### src/rtl/uart_fifo_pkg.sv
package uart_fifo_pkg;
    timeunit 1ns;
    timeprecision 1ps;

    // control register bit positions (the write decoder depends on them)
    localparam int CTL_EN      = 0;
    localparam int CTL_RXCLR   = 1;
    localparam int CTL_TXCLR   = 2;
    localparam int CTL_DMA     = 3;
    localparam int CTL_TRIG_LO = 6;
    localparam int CTL_TRIG_HI = 7;

    // index of each direction in the queue array
    localparam int DIR_TX = 0;
    localparam int DIR_RX = 1;
    localparam int NDIR   = 2;

    typedef enum logic {
        RR_IDLE   = 1'b0,
        RR_ACTIVE = 1'b1
    } rr_state_e;

    function automatic int unsigned trig_level(input logic [1:0] sel);
        unique case (sel)
            2'b00:   return 1;
            2'b01:   return 4;
            2'b10:   return 8;
            default: return 14;
        endcase
    endfunction
endpackage

### src/rtl/ufc_ctl_reg.sv
module ufc_ctl_reg
    import uart_fifo_pkg::*;
(
    input  logic       clk,
    input  logic       rst_n,
    input  logic       we,
    input  logic [7:0] wdata,
    output logic       fifo_en,
    output logic       dma_mode,
    output logic [1:0] trig_sel,
    output logic       rx_clr,
    output logic       tx_clr
);
    timeunit 1ns;
    timeprecision 1ps;

    logic       en_q;
    logic       dma_q;
    logic [1:0] trig_q;
    logic       en_change;
    logic       ctl_unused;

    assign ctl_unused = ^wdata[5:4];

    // A write that flips the enable state flushes both queues. Flush
    // commands are one-shot pulses taken from the write itself.
    assign en_change = we && (wdata[CTL_EN] != en_q);
    assign rx_clr    = en_change || (we && wdata[CTL_EN] && wdata[CTL_RXCLR]);
    assign tx_clr    = en_change || (we && wdata[CTL_EN] && wdata[CTL_TXCLR]);

    always_ff @(posedge clk or negedge rst_n) begin
        if (!rst_n) begin
            en_q   <= 1'b0;
            dma_q  <= 1'b0;
            trig_q <= 2'b00;
        end else if (we) begin
            en_q <= wdata[CTL_EN];
            if (wdata[CTL_EN]) begin
                dma_q  <= wdata[CTL_DMA];
                trig_q <= wdata[CTL_TRIG_HI:CTL_TRIG_LO];
            end
        end
    end

    assign fifo_en  = en_q;
    assign dma_mode = dma_q;
    assign trig_sel = trig_q;

    AST_EN_GATE: assert property (@(posedge clk) disable iff (!rst_n)
        (we && !wdata[CTL_EN]) |=> (dma_q == $past(dma_q) && trig_q == $past(trig_q) && !en_q));
endmodule

### src/rtl/ufc_fifo.sv
module ufc_fifo #(
    parameter int W     = 8,
    parameter int DEPTH = 16,
    localparam int PW   = (DEPTH > 1) ? $clog2(DEPTH) : 1,
    localparam int CW   = $clog2(DEPTH + 1)
) (
    input  logic          clk,
    input  logic          rst_n,
    input  logic          clr,
    input  logic          one_deep,
    input  logic          push,
    input  logic [W-1:0]  wdata,
    input  logic          pop,
    output logic [W-1:0]  rdata,
    output logic [CW-1:0] count,
    output logic          full,
    output logic          empty,
    output logic          drop
);
    timeunit 1ns;
    timeprecision 1ps;

    logic [W-1:0]  mem [DEPTH];
    logic [PW-1:0] wr_ptr;
    logic [PW-1:0] rd_ptr;
    logic [CW-1:0] cnt_q;
    logic [CW-1:0] cap;
    logic          do_push;
    logic          do_pop;

    function automatic logic [PW-1:0] ptr_next(input logic [PW-1:0] p);
        return (p == PW'(DEPTH - 1)) ? '0 : p + 1'b1;
    endfunction

    assign cap     = one_deep ? CW'(1) : CW'(DEPTH);
    assign full    = (cnt_q >= cap);
    assign empty   = (cnt_q == '0);
    assign do_push = push && !full && !clr;
    assign do_pop  = pop && !empty && !clr;
    assign drop    = push && full && !clr;

    always_ff @(posedge clk) begin
        if (do_push) begin
            mem[wr_ptr] <= wdata;
        end
    end

    always_ff @(posedge clk or negedge rst_n) begin
        if (!rst_n) begin
            wr_ptr <= '0;
            rd_ptr <= '0;
            cnt_q  <= '0;
            rdata  <= '0;
        end else if (clr) begin
            wr_ptr <= '0;
            rd_ptr <= '0;
            cnt_q  <= '0;
        end else begin
            if (do_push) begin
                wr_ptr <= ptr_next(wr_ptr);
            end
            if (do_pop) begin
                rd_ptr <= ptr_next(rd_ptr);
                rdata  <= mem[rd_ptr];
            end
            unique case ({do_push, do_pop})
                2'b10:   cnt_q <= cnt_q + 1'b1;
                2'b01:   cnt_q <= cnt_q - 1'b1;
                default: cnt_q <= cnt_q;
            endcase
        end
    end

    assign count = cnt_q;

    AST_CNT_BOUND: assert property (@(posedge clk) disable iff (!rst_n)
        cnt_q <= CW'(DEPTH));
    AST_FULL_DROP: assert property (@(posedge clk) disable iff (!rst_n)
        (full && push && !pop && !clr) |=> (cnt_q == $past(cnt_q)));
    AST_EMPTY_POP: assert property (@(posedge clk) disable iff (!rst_n)
        (empty && pop && !push && !clr) |=> ($stable(rdata) && cnt_q == '0));
    AST_CLR_EMPTY: assert property (@(posedge clk) disable iff (!rst_n)
        clr |=> (cnt_q == '0));
    AST_ONE_DEEP: assert property (@(posedge clk) disable iff (!rst_n)
        one_deep |-> (cnt_q <= CW'(1)));
endmodule

### src/rtl/ufc_rx_ready.sv
module ufc_rx_ready
    import uart_fifo_pkg::*;
#(
    parameter int CW = 5
) (
    input  logic          clk,
    input  logic          rst_n,
    input  logic          mode1,
    input  logic [1:0]    trig_sel,
    input  logic [CW-1:0] rx_count,
    input  logic          timeout,
    output logic          rx_rdy_n
);
    timeunit 1ns;
    timeprecision 1ps;

    rr_state_e     state_q;
    rr_state_e     state_d;
    logic [CW-1:0] trig_cnt;
    logic          have_data;
    logic          arm;

    assign trig_cnt  = CW'(trig_level(trig_sel));
    assign have_data = (rx_count != '0);
    assign arm       = (rx_count >= trig_cnt) || (timeout && have_data);

    always_comb begin
        state_d = state_q;
        if (!mode1) begin
            state_d = RR_IDLE;                    // abort
        end else begin
            unique case (state_q)
                RR_IDLE:   if (arm)        state_d = RR_ACTIVE; // arm
                RR_ACTIVE: if (!have_data) state_d = RR_IDLE;   // release
                default:   state_d = RR_IDLE;
            endcase
        end
    end

    always_ff @(posedge clk or negedge rst_n) begin
        if (!rst_n) begin
            state_q <= RR_IDLE;
        end else begin
            state_q <= state_d;
        end
    end

    always_comb begin
        if (mode1) begin
            rx_rdy_n = (state_q != RR_ACTIVE);
        end else begin
            rx_rdy_n = !have_data;
        end
    end

    AST_RR_HOLD: assert property (@(posedge clk) disable iff (!rst_n)
        (state_q == RR_ACTIVE && mode1 && have_data) |=> (state_q == RR_ACTIVE));
    AST_RR_RELEASE: assert property (@(posedge clk) disable iff (!rst_n)
        (state_q == RR_ACTIVE && !have_data) |=> (state_q == RR_IDLE));
    AST_RR_NO_EMPTY_ARM: assert property (@(posedge clk) disable iff (!rst_n)
        (state_q == RR_IDLE && !have_data) |=> (state_q == RR_IDLE));
endmodule

### src/rtl/uart_fifo_ctl.sv
module uart_fifo_ctl
    import uart_fifo_pkg::*;
#(
    parameter int DATA_W = 8,
    parameter int DEPTH  = 16,
    localparam int CW    = $clog2(DEPTH + 1)
) (
    input  logic              clk,
    input  logic              rst_n,
    input  logic              ctl_we,
    input  logic [7:0]        ctl_wdata,
    input  logic              tx_push,
    input  logic [DATA_W-1:0] tx_wdata,
    input  logic              tx_pop,
    output logic [DATA_W-1:0] tx_rdata,
    input  logic              rx_push,
    input  logic [DATA_W-1:0] rx_wdata,
    input  logic              rx_pop,
    output logic [DATA_W-1:0] rx_rdata,
    input  logic              rx_timeout,
    input  logic              alt_sel,
    input  logic              alt_in,
    output logic              tx_rdy_n,
    output logic              mf_out,
    output logic              rx_overrun,
    output logic [CW-1:0]     tx_count,
    output logic [CW-1:0]     rx_count
);
    timeunit 1ns;
    timeprecision 1ps;

    logic       fifo_en;
    logic       dma_mode;
    logic [1:0] trig_sel;
    logic       rx_clr;
    logic       tx_clr;
    logic       mode1;
    logic       rx_rdy_n;
    logic       ovr_q;

    logic              q_clr   [NDIR];
    logic              q_push  [NDIR];
    logic [DATA_W-1:0] q_wdata [NDIR];
    logic              q_pop   [NDIR];
    logic [DATA_W-1:0] q_rdata [NDIR];
    logic [CW-1:0]     q_count [NDIR];
    logic              q_full  [NDIR];
    logic              q_empty [NDIR];
    logic              q_drop  [NDIR];

    ufc_ctl_reg u_ctl (
        .clk      (clk),
        .rst_n    (rst_n),
        .we       (ctl_we),
        .wdata    (ctl_wdata),
        .fifo_en  (fifo_en),
        .dma_mode (dma_mode),
        .trig_sel (trig_sel),
        .rx_clr   (rx_clr),
        .tx_clr   (tx_clr)
    );

    assign mode1 = fifo_en && dma_mode;

    assign q_clr[DIR_TX]   = tx_clr;
    assign q_push[DIR_TX]  = tx_push;
    assign q_wdata[DIR_TX] = tx_wdata;
    assign q_pop[DIR_TX]   = tx_pop;
    assign q_clr[DIR_RX]   = rx_clr;
    assign q_push[DIR_RX]  = rx_push;
    assign q_wdata[DIR_RX] = rx_wdata;
    assign q_pop[DIR_RX]   = rx_pop;

    for (genvar d = 0; d < NDIR; d++) begin : g_dir
        ufc_fifo #(.W(DATA_W), .DEPTH(DEPTH)) u_fifo (
            .clk      (clk),
            .rst_n    (rst_n),
            .clr      (q_clr[d]),
            .one_deep (!fifo_en),
            .push     (q_push[d]),
            .wdata    (q_wdata[d]),
            .pop      (q_pop[d]),
            .rdata    (q_rdata[d]),
            .count    (q_count[d]),
            .full     (q_full[d]),
            .empty    (q_empty[d]),
            .drop     (q_drop[d])
        );
    end

    ufc_rx_ready #(.CW(CW)) u_rr (
        .clk      (clk),
        .rst_n    (rst_n),
        .mode1    (mode1),
        .trig_sel (trig_sel),
        .rx_count (q_count[DIR_RX]),
        .timeout  (rx_timeout),
        .rx_rdy_n (rx_rdy_n)
    );

    always_ff @(posedge clk or negedge rst_n) begin
        if (!rst_n) begin
            ovr_q <= 1'b0;
        end else if (rx_clr) begin
            ovr_q <= 1'b0;
        end else if (q_drop[DIR_RX]) begin
            ovr_q <= 1'b1;
        end
    end

    always_comb begin
        if (mode1) begin
            tx_rdy_n = q_full[DIR_TX];
        end else begin
            tx_rdy_n = !q_empty[DIR_TX];
        end
        mf_out = alt_sel ? rx_rdy_n : alt_in;
    end

    assign tx_rdata   = q_rdata[DIR_TX];
    assign rx_rdata   = q_rdata[DIR_RX];
    assign tx_count   = q_count[DIR_TX];
    assign rx_count   = q_count[DIR_RX];
    assign rx_overrun = ovr_q;

    AST_OVR_STICKY: assert property (@(posedge clk) disable iff (!rst_n)
        (ovr_q && !rx_clr) |=> ovr_q);
    AST_TXCLR_KEEPS_RX: assert property (@(posedge clk) disable iff (!rst_n)
        (tx_clr && !rx_clr && !rx_push && !rx_pop) |=> $stable(rx_count));
endmodule

### config.mk
export PLATFORM = sky130hd
export DESIGN_NAME = uart_fifo_ctl
export DESIGN_NICKNAME = d
export VERILOG_FILES = /design/src/rtl/uart_fifo_pkg.sv /design/src/rtl/ufc_ctl_reg.sv /design/src/rtl/ufc_fifo.sv /design/src/rtl/ufc_rx_ready.sv /design/src/rtl/uart_fifo_ctl.sv
export SDC_FILE = /design/constraint.sdc
export NUM_CORES = 1
export LEC_CHECK = 0
export ABC_AREA = 1
export BUFFER_PORTS_ARGS = -buffer_cell sky130_fd_sc_hd__buf_2
export CORE_ASPECT_RATIO = 0.9
export CORE_UTILIZATION = 45
export DETAILED_ROUTE_END_ITERATION = 6
export PLACE_DENSITY = 0.72
export REMOVE_ABC_BUFFERS = 1
export SYNTH_ARGS = -nofsm -noshare
export SYNTH_HDL_FRONTEND = slang
export SYNTH_SLANG_ARGS = --single-unit
### constraint.sdc
create_clock -name clk -period 3.2 [get_ports clk]
set_clock_uncertainty 0.1 [all_clocks]
set_input_delay 0.32 -clock clk [delete_from_list [all_inputs] [get_ports clk]]
set_output_delay 0.32 -clock clk [all_outputs]
set_load 0.05 [all_outputs]
Word-level counts from Yosys, hierarchy flattened --
Memories as Yosys holds them, arrays and structs flattened. A register that Yosys moved wholly into a read port is not among the register bits. Cells that the tools add are included.
Word-level totals: RAM bits 256, output and inout bits 29, logic and storage cells 111, memories kept 2, flip-flop bits (word level) 32
Memories:
- g_dir[0].u_fifo.mem | words 16, bits a word 8, read ports 1, clocked after Yosys merged registers in 1, write ports 1, RTL line ufc_fifo.sv:23 | logic [W-1:0] mem [DEPTH];
- g_dir[1].u_fifo.mem | words 16, bits a word 8, read ports 1, clocked after Yosys merged registers in 1, write ports 1, RTL line ufc_fifo.sv:23
Operators by class: mux-type cells 31, equal/unequal tests 11, reduce and logical (&&, ||, !) cells 42, bitwise logic cells 3, $add $sub $neg 8, magnitude comparators 3
Operators with widths (count):
- $mux W4 | 12
- $pmux W5 S2 | 2
- $add A4 B1 Y4 const B | 4
- $eq A4 B4 Y1 const B | 4
- $logic_and A1 B1 Y1 | 16
- $mux W5 | 3
- $mux W1 | 12
- $pmux W4 S3 | 1
- $add A5 B1 Y5 const B | 2
- $ge A5 B5 Y1 | 2
- $logic_not A5 Y1 | 2
- $reduce_bool A2 Y1 | 5
- $sub A5 B1 Y5 const B | 2
- $logic_not A1 Y1 | 9
- $eq A2 B1 Y1 const B | 3
- $eq A2 B2 Y1 const B | 3
- $reduce_and A2 Y1 | 3
- $reduce_bool A3 Y1 | 2
- $ge A5 B4 Y1 | 1
- $reduce_bool A5 Y1 | 1
- $logic_or A1 B1 Y1 | 3
- $not A1 Y1 | 3
- $logic_not A2 Y1 | 1
- $pmux W1 S2 | 1
- $ne A1 B1 Y1 | 1

Longest topological paths before layout --
word-level depth 8, gate-level depth with buffers 21

Cells and area by module --
A second synthesis with hierarchy kept.
Unflattened totals: cell total of the unflattened synthesis 1240, area, all modules 13380.3 um2
Modules (own cells, without submodules):
- ufc_fifo at g_dir[0].u_fifo | seq. area each 4369.2 um2, instances 1, cells each 584, area an instance 6466.2 um2
- ufc_fifo at g_dir[1].u_fifo | seq. area each 4369.2 um2, instances 1, cells each 584, area an instance 6449.9 um2
- ufc_rx_ready | seq. area each 25.0 um2, instances 1, cells each 33, area an instance 196.4 um2
- ufc_ctl_reg | seq. area each 100.1 um2, instances 1, cells each 26, area an instance 195.2 um2
- uart_fifo_ctl | seq. area each 25.0 um2, instances 1, cells each 13, area an instance 72.6 um2

Worst setup path before layout --
No wires, ideal clock.
path kind register -> register, from register g_dir[0].u_fifo.cnt_q[0], to register g_dir[0].u_fifo.cnt_q[4], library setup time 118 ps, period minus slack after synthesis 3118 ps, stages on the path, launching flop included 22, path slack 82 ps, data arrival time 2900 ps, cells stage by stage dfrtp_1 inv_1 ha_1 nor2_1 nand3_1 nand2_1 nand3_4 nor2_8 inv_2 ha_1 buf_2 nand2_1 inv_1 nor2_1 ha_1 a21oi_1 nor2_1 nand2_1 nand2_1 nand2_1 nand3_1 nand2_1
On the way: word-level cells in the longest chain between the ends 7
Ends and longest elaborated chain:
- from (decl) | RTL line ufc_fifo.sv:26 | logic [CW-1:0] cnt_q;
- from (signal assigned) | RTL line ufc_fifo.sv:67 | 2'b10: cnt_q <= cnt_q + 1'b1;
- from (signal assigned) | RTL line ufc_fifo.sv:68 | 2'b01: cnt_q <= cnt_q - 1'b1;
- from (signal assigned) | RTL line ufc_fifo.sv:69 | default: cnt_q <= cnt_q;
- $ge A5 B5 Y1 or $logic_not A5 Y1 (tied branches) | RTL line ufc_fifo.sv:36, ufc_fifo.sv:37
- $logic_not A1 Y1 (on tied branches) | RTL line ufc_fifo.sv:38, ufc_fifo.sv:39
- $logic_and A1 B1 Y1 (on tied branches) (2 in a row) | RTL line ufc_fifo.sv:38, ufc_fifo.sv:39
- $eq A2 B1 Y1 or $eq A2 B2 Y1 (tied branches) | RTL line ufc_fifo.sv:66 | unique case ({do_push, do_pop})
- $pmux W5 S2 | RTL line ufc_fifo.sv:66
- $mux W5 | RTL line ufc_fifo.sv:54 | end else if (clr) begin
Several ways; a longest one is shown, not always the timed one. A chain may end at the register's enable or synchronous reset.

Final worst setup path --
from register u_ctl.en_q (netlist: u_ctl.fifo_en), to register g_dir[0].u_fifo.cnt_q[4]
On the way: word-level cells in the longest chain between the ends 8
Ends and longest elaborated chain:
- from (decl) | RTL line ufc_ctl_reg.sv:17 | logic en_q;
- from (signal assigned) | RTL line ufc_ctl_reg.sv:37 | en_q <= wdata[CTL_EN];
- $mux W5 or $ne A1 B1 Y1 (tied branches) | RTL line ufc_fifo.sv:35, ufc_ctl_reg.sv:27
- $ge A5 B5 Y1 or $logic_and A1 B1 Y1 (tied branches) | RTL line ufc_fifo.sv:36, ufc_ctl_reg.sv:27
- $logic_not A1 Y1 or $logic_or A1 B1 Y1 (tied branches) | RTL line ufc_fifo.sv:38, ufc_ctl_reg.sv:29
- $logic_and A1 B1 Y1 or $logic_not A1 Y1 (tied branches) | RTL line ufc_fifo.sv:38, ufc_fifo.sv:39
- $logic_and A1 B1 Y1 (on tied branches) | RTL line ufc_fifo.sv:38, ufc_fifo.sv:39
- $eq A2 B1 Y1 or $eq A2 B2 Y1 (tied branches) | RTL line ufc_fifo.sv:66
- $pmux W5 S2 | RTL line ufc_fifo.sv:66
- $mux W5 | RTL line ufc_fifo.sv:54
Several ways; a longest one is shown, not always the timed one.

==> results.md <==
* Outcome: complete, no violations
* Setup TNS at 0 ns
* Antenna diodes at 0
* Int Pwr at 7.824 mW
* CTS tree: done
* Area of the die at 31,890 um^2
* Post-synth cell types at 37
* Cell area after synthesis at 14,030 um^2
* Slowest stage cell, crit path: dfrtp_1
* Clock Tree Buf Depth at 3
* Io pins at 63
* Yosys warnings at 0
* Actual slew at the worst max-slew pin at ~1.2 ns
* Syn Inst Count at 1,431
* Worst r2r path cells at 18
* Crit. Startpoint: u_ctl.fifo_en
* Worst setup path category: flip-flop to flip-flop
* Max-cap check violation count at 0
* Switching power at ~4.5 mW
* Arrival time worst endpoint at 3.27 ns
* Reg-to-reg startpoint: u_ctl.fifo_en
* # port buffers at 60
* Final Util at 52.71%
* Routed length per instance at 15.81 um
* Routability congestion estimate at about 0.85
* Placed Cells at 1,887
* Site Rows at 60
* CP peak stage delay at 0.43 ns
* First-pass GRT wire length at 49,670 um
* Req. time, crit path at around 3.6 ns
* Mean Syn Cell Area at 9.804 um^2
* Ys async rst share at 15.79%
* Root Driver: clkbuf_16
* Layout cells sized above 1 at 12.20%
* Setup crit end: g_dir[0].u_fifo.count[4]
* Cell Pwr Density at 771.7 nW/um^2
* Post-Layout Cell Count at between 1,500 and 2,000
* Starting Density at 46.37%
* Number of flops mapped to enable cells by yosys at approximately 260
* Clk pwr share at between 20 and 30%
* Total CTS buffers at 31
* CP startpoint kind: flip-flop
* Post-DP HPWL at around 20,000 um
* Sw Share at a little over a third
* Remaining Overflow, GRT at 0
* Critical Path Sink Type: flip-flop
* RSZ-0062 raised after global routing: false
* CTS sink cnt at 304
* DRC viols at 0
* Max-slew violations at 0
* Dpl ws at 0.2325 ns
* CP most frequent cell: nor2_1
* Total Power at 12.31 mW
* Fill cell count at 2,548
* Post-CTS Setup Bufs at 0
* Initial DRC Count at 941
* Die Y-Extent at 169.5 um
* CTS HTree Levels at 1
* Area grow syn2layout at 13.67%
* #FFs+latches synth at slightly above 300
* Sequential area share after synthesis at between 60 and 70%
* Leakage at 7.221 nW
* Power share of the combinational group at 31.2%
* Vias/cell at 5.020
* Number of global-route vias before repair at 9,464
* Nets at 1,582
* Share of the synthesized area in the top cell type at 54.79%
* Final setup violating endpoints at 0
* Final setup margin at 0.2865 ns
* R2r setup slk at approximately 0.29 ns
* Via Count at 9,800
* Clk slew on worst S/H paths at roughly 0.06 ns
* Core area at 30,250 um^2
* Worst Path Max Fanout at 6
* Ys flop type: edfxtp_1
* Final wirelength at ~31,000 um
* CP cell instances: inv_2 > ha_1 > nor2_1 > nand3_1 > nand2_1 > nand3_4 > nor2_8 > inv_2 > ha_1 > nor2_1 > nor2_1 > ha_1 > a21oi_1 > nor2_1 > nand2_1 > nand3_1 > nand3_1 > nand2_1
* Cell taking the most area after synthesis: edfxtp_1
* Reg power frac at 39.8%
* All-Layer GR Usage at 19.80%
* Worst hold path type: primary input to flip-flop
* Final Hold Fails at 0
* Top-count cell post-synth: nand2_1
* Min Tclk post-route at about 2.9 ns
* Most area-consuming cells after synthesis: edfxtp_1, nand2_1, dfrtp_1
* Max_slew headroom at 19.28%
* Die width at 188.1 um
* Initial antenna violation count at 0
* Synth cell count leaders: nand2_1, edfxtp_1, inv_1
* Peak Freq at 343.2 MHz
* Fin crit share at 91.05%
* Detail Route Antenna Nets at 0
* VDD IR max at 0.0007465 V
* Largest net degree at the start of global routing at between 60 and 70
* DRT Pass-1 Iters at 5
* Clock Latency Late Sink at 0.56 ns
* FF-to-FF End: g_dir[0].u_fifo.count[4]
layout make-up:
type | count | area, um^2 | share of cell area [%]
flip-flops and latches | 304 | 8891 | 55.75
repair buffers | 115 | 730.7 | 4.582
multi-input cells | 832 | 3897 | 24.44
clock buffers | 46 | 902.1 | 5.657
well taps | 403 | 504.2 | 3.162
inverters | 240 | 903.4 | 5.665
clock inverters | 12 | 118.9 | 0.7453
worst min-delay path by stage:
| stage | slack, ns | to | depth (start not counted) | from |
|---|---|---|---|---|
| global placement | 0.22 | g_dir[0].u_fifo.wr_ptr[2] | 2 | rst_n |
| finish | 0.05 | g_dir[0].u_fifo.mem[8][3] | 1 | tx_wdata[3] |
| floorplan | -0.08 | g_dir[0].u_fifo.count[0] | 0 | rst_n |
| CTS | 0.02 | u_ctl.fifo_en | 3 | ctl_wdata[0] |
| detailed placement | 0.23 | g_dir[0].u_fifo.wr_ptr[2] | 2 | rst_n |
| global route | 0.05 | g_dir[0].u_fifo.mem[14][3] | 1 | tx_wdata[3] |
layout by cell type (no fill, tap or decap), types with 2 or more instances in the layout:
cell,instances
xor2_1,4
buf_4,48
inv_6,2
o211ai_1,2
nor2_4,2
dfrtp_1,46
nor2_1,51
nor2_2,2
nor3_1,2
dlygate4sd3_1,7
xnor2_1,8
o21ai_1,4
o22ai_1,4
nand2_2,4
clkbuf_1,8
clkbuf_8,7
ha_1,24
inv_2,8
clkbuf_16,31
buf_2,60
nand2_4,5
a21oi_1,8
o21ai_2,2
nand3_4,2
clkinv_1,5
nand2_1,456
dfrtp_2,2
nand4_1,2
inv_1,227
clkinv_2,6
o21ai_0,22
edfxtp_1,256
nor2_8,2
bufinv_16,2
nand3_1,220
power groups by stage:
stage	Clock (mW)	Sequential, mW	Combinational [mW]
after global placement	0	4.95	3.75
final	3.57	4.90	3.84
after floorplan	0	5.54	2.08
after global routing	3.76	4.93	4.28
after detailed placement	0	4.97	3.82
after CTS	3.62	4.89	3.85
critical path, delay by kind of cell, from the launching register on:
kind	cells	cell delay, ns
AOI/OAI and AO/OA	1	0.20
adders and majority gates	3	0.75
buffers and inverters	2	0.18
DFF	1	0.43
and+or+nand+nor	12	1.17
stage by stage:
step / area (um^2) / hold slack [ns]
6_report: 15950 / 0.04799
3_3_place_gp: 14860 / 0.2216
4_1_cts: 15950 / 0.02068
5_1_grt: 15950 / 0.04907
2_1_floorplan: 13690 / -0.07559
3_5_place_dp: 14860 / 0.2315
flip-flops by register name, indices dropped and copies added, names as in the netlist:
name,count
u_ctl.fifo_en,1
rx_overrun,1
g_dir.u_fifo.mem,256
u_ctl.dma_mode,1
g_dir.u_fifo.rd_ptr,8
u_ctl.trig_sel,2
g_dir.u_fifo.wr_ptr,8
g_dir.u_fifo.count,10
g_dir.u_fifo.rdata,16
u_rr.state_q,1
repair_timing:
item	4_1_cts	5_1_grt
endpoints found under the setup margin	0	1
hold buffers	7	0
gates resized for setup	0	1
endpoints found under the hold margin	54	0
routing by layer:
metal	up-vias	GRT usage (%)	routed length, um
met5	-	0	0
met4	0	6.257	795
met3	57	2.481	1821
met2	319	31.83	14370
met1	4634	28.04	13880
li1	4790	-	-
logic make-up (layout without fill, tap and decap cells):
family	Yosys count	count (layout)	synth area share, %
simple gates	750	750	23.04
flops	304	304	63.36
buf+inv	295	413	8.865
compound gates	45	45	1.775
fa+ha+maj	24	24	2.140
xor+xnor	12	12	0.7491
mux	1	1	0.08026
Note: power is estimated with default switching activity, not from simulation.
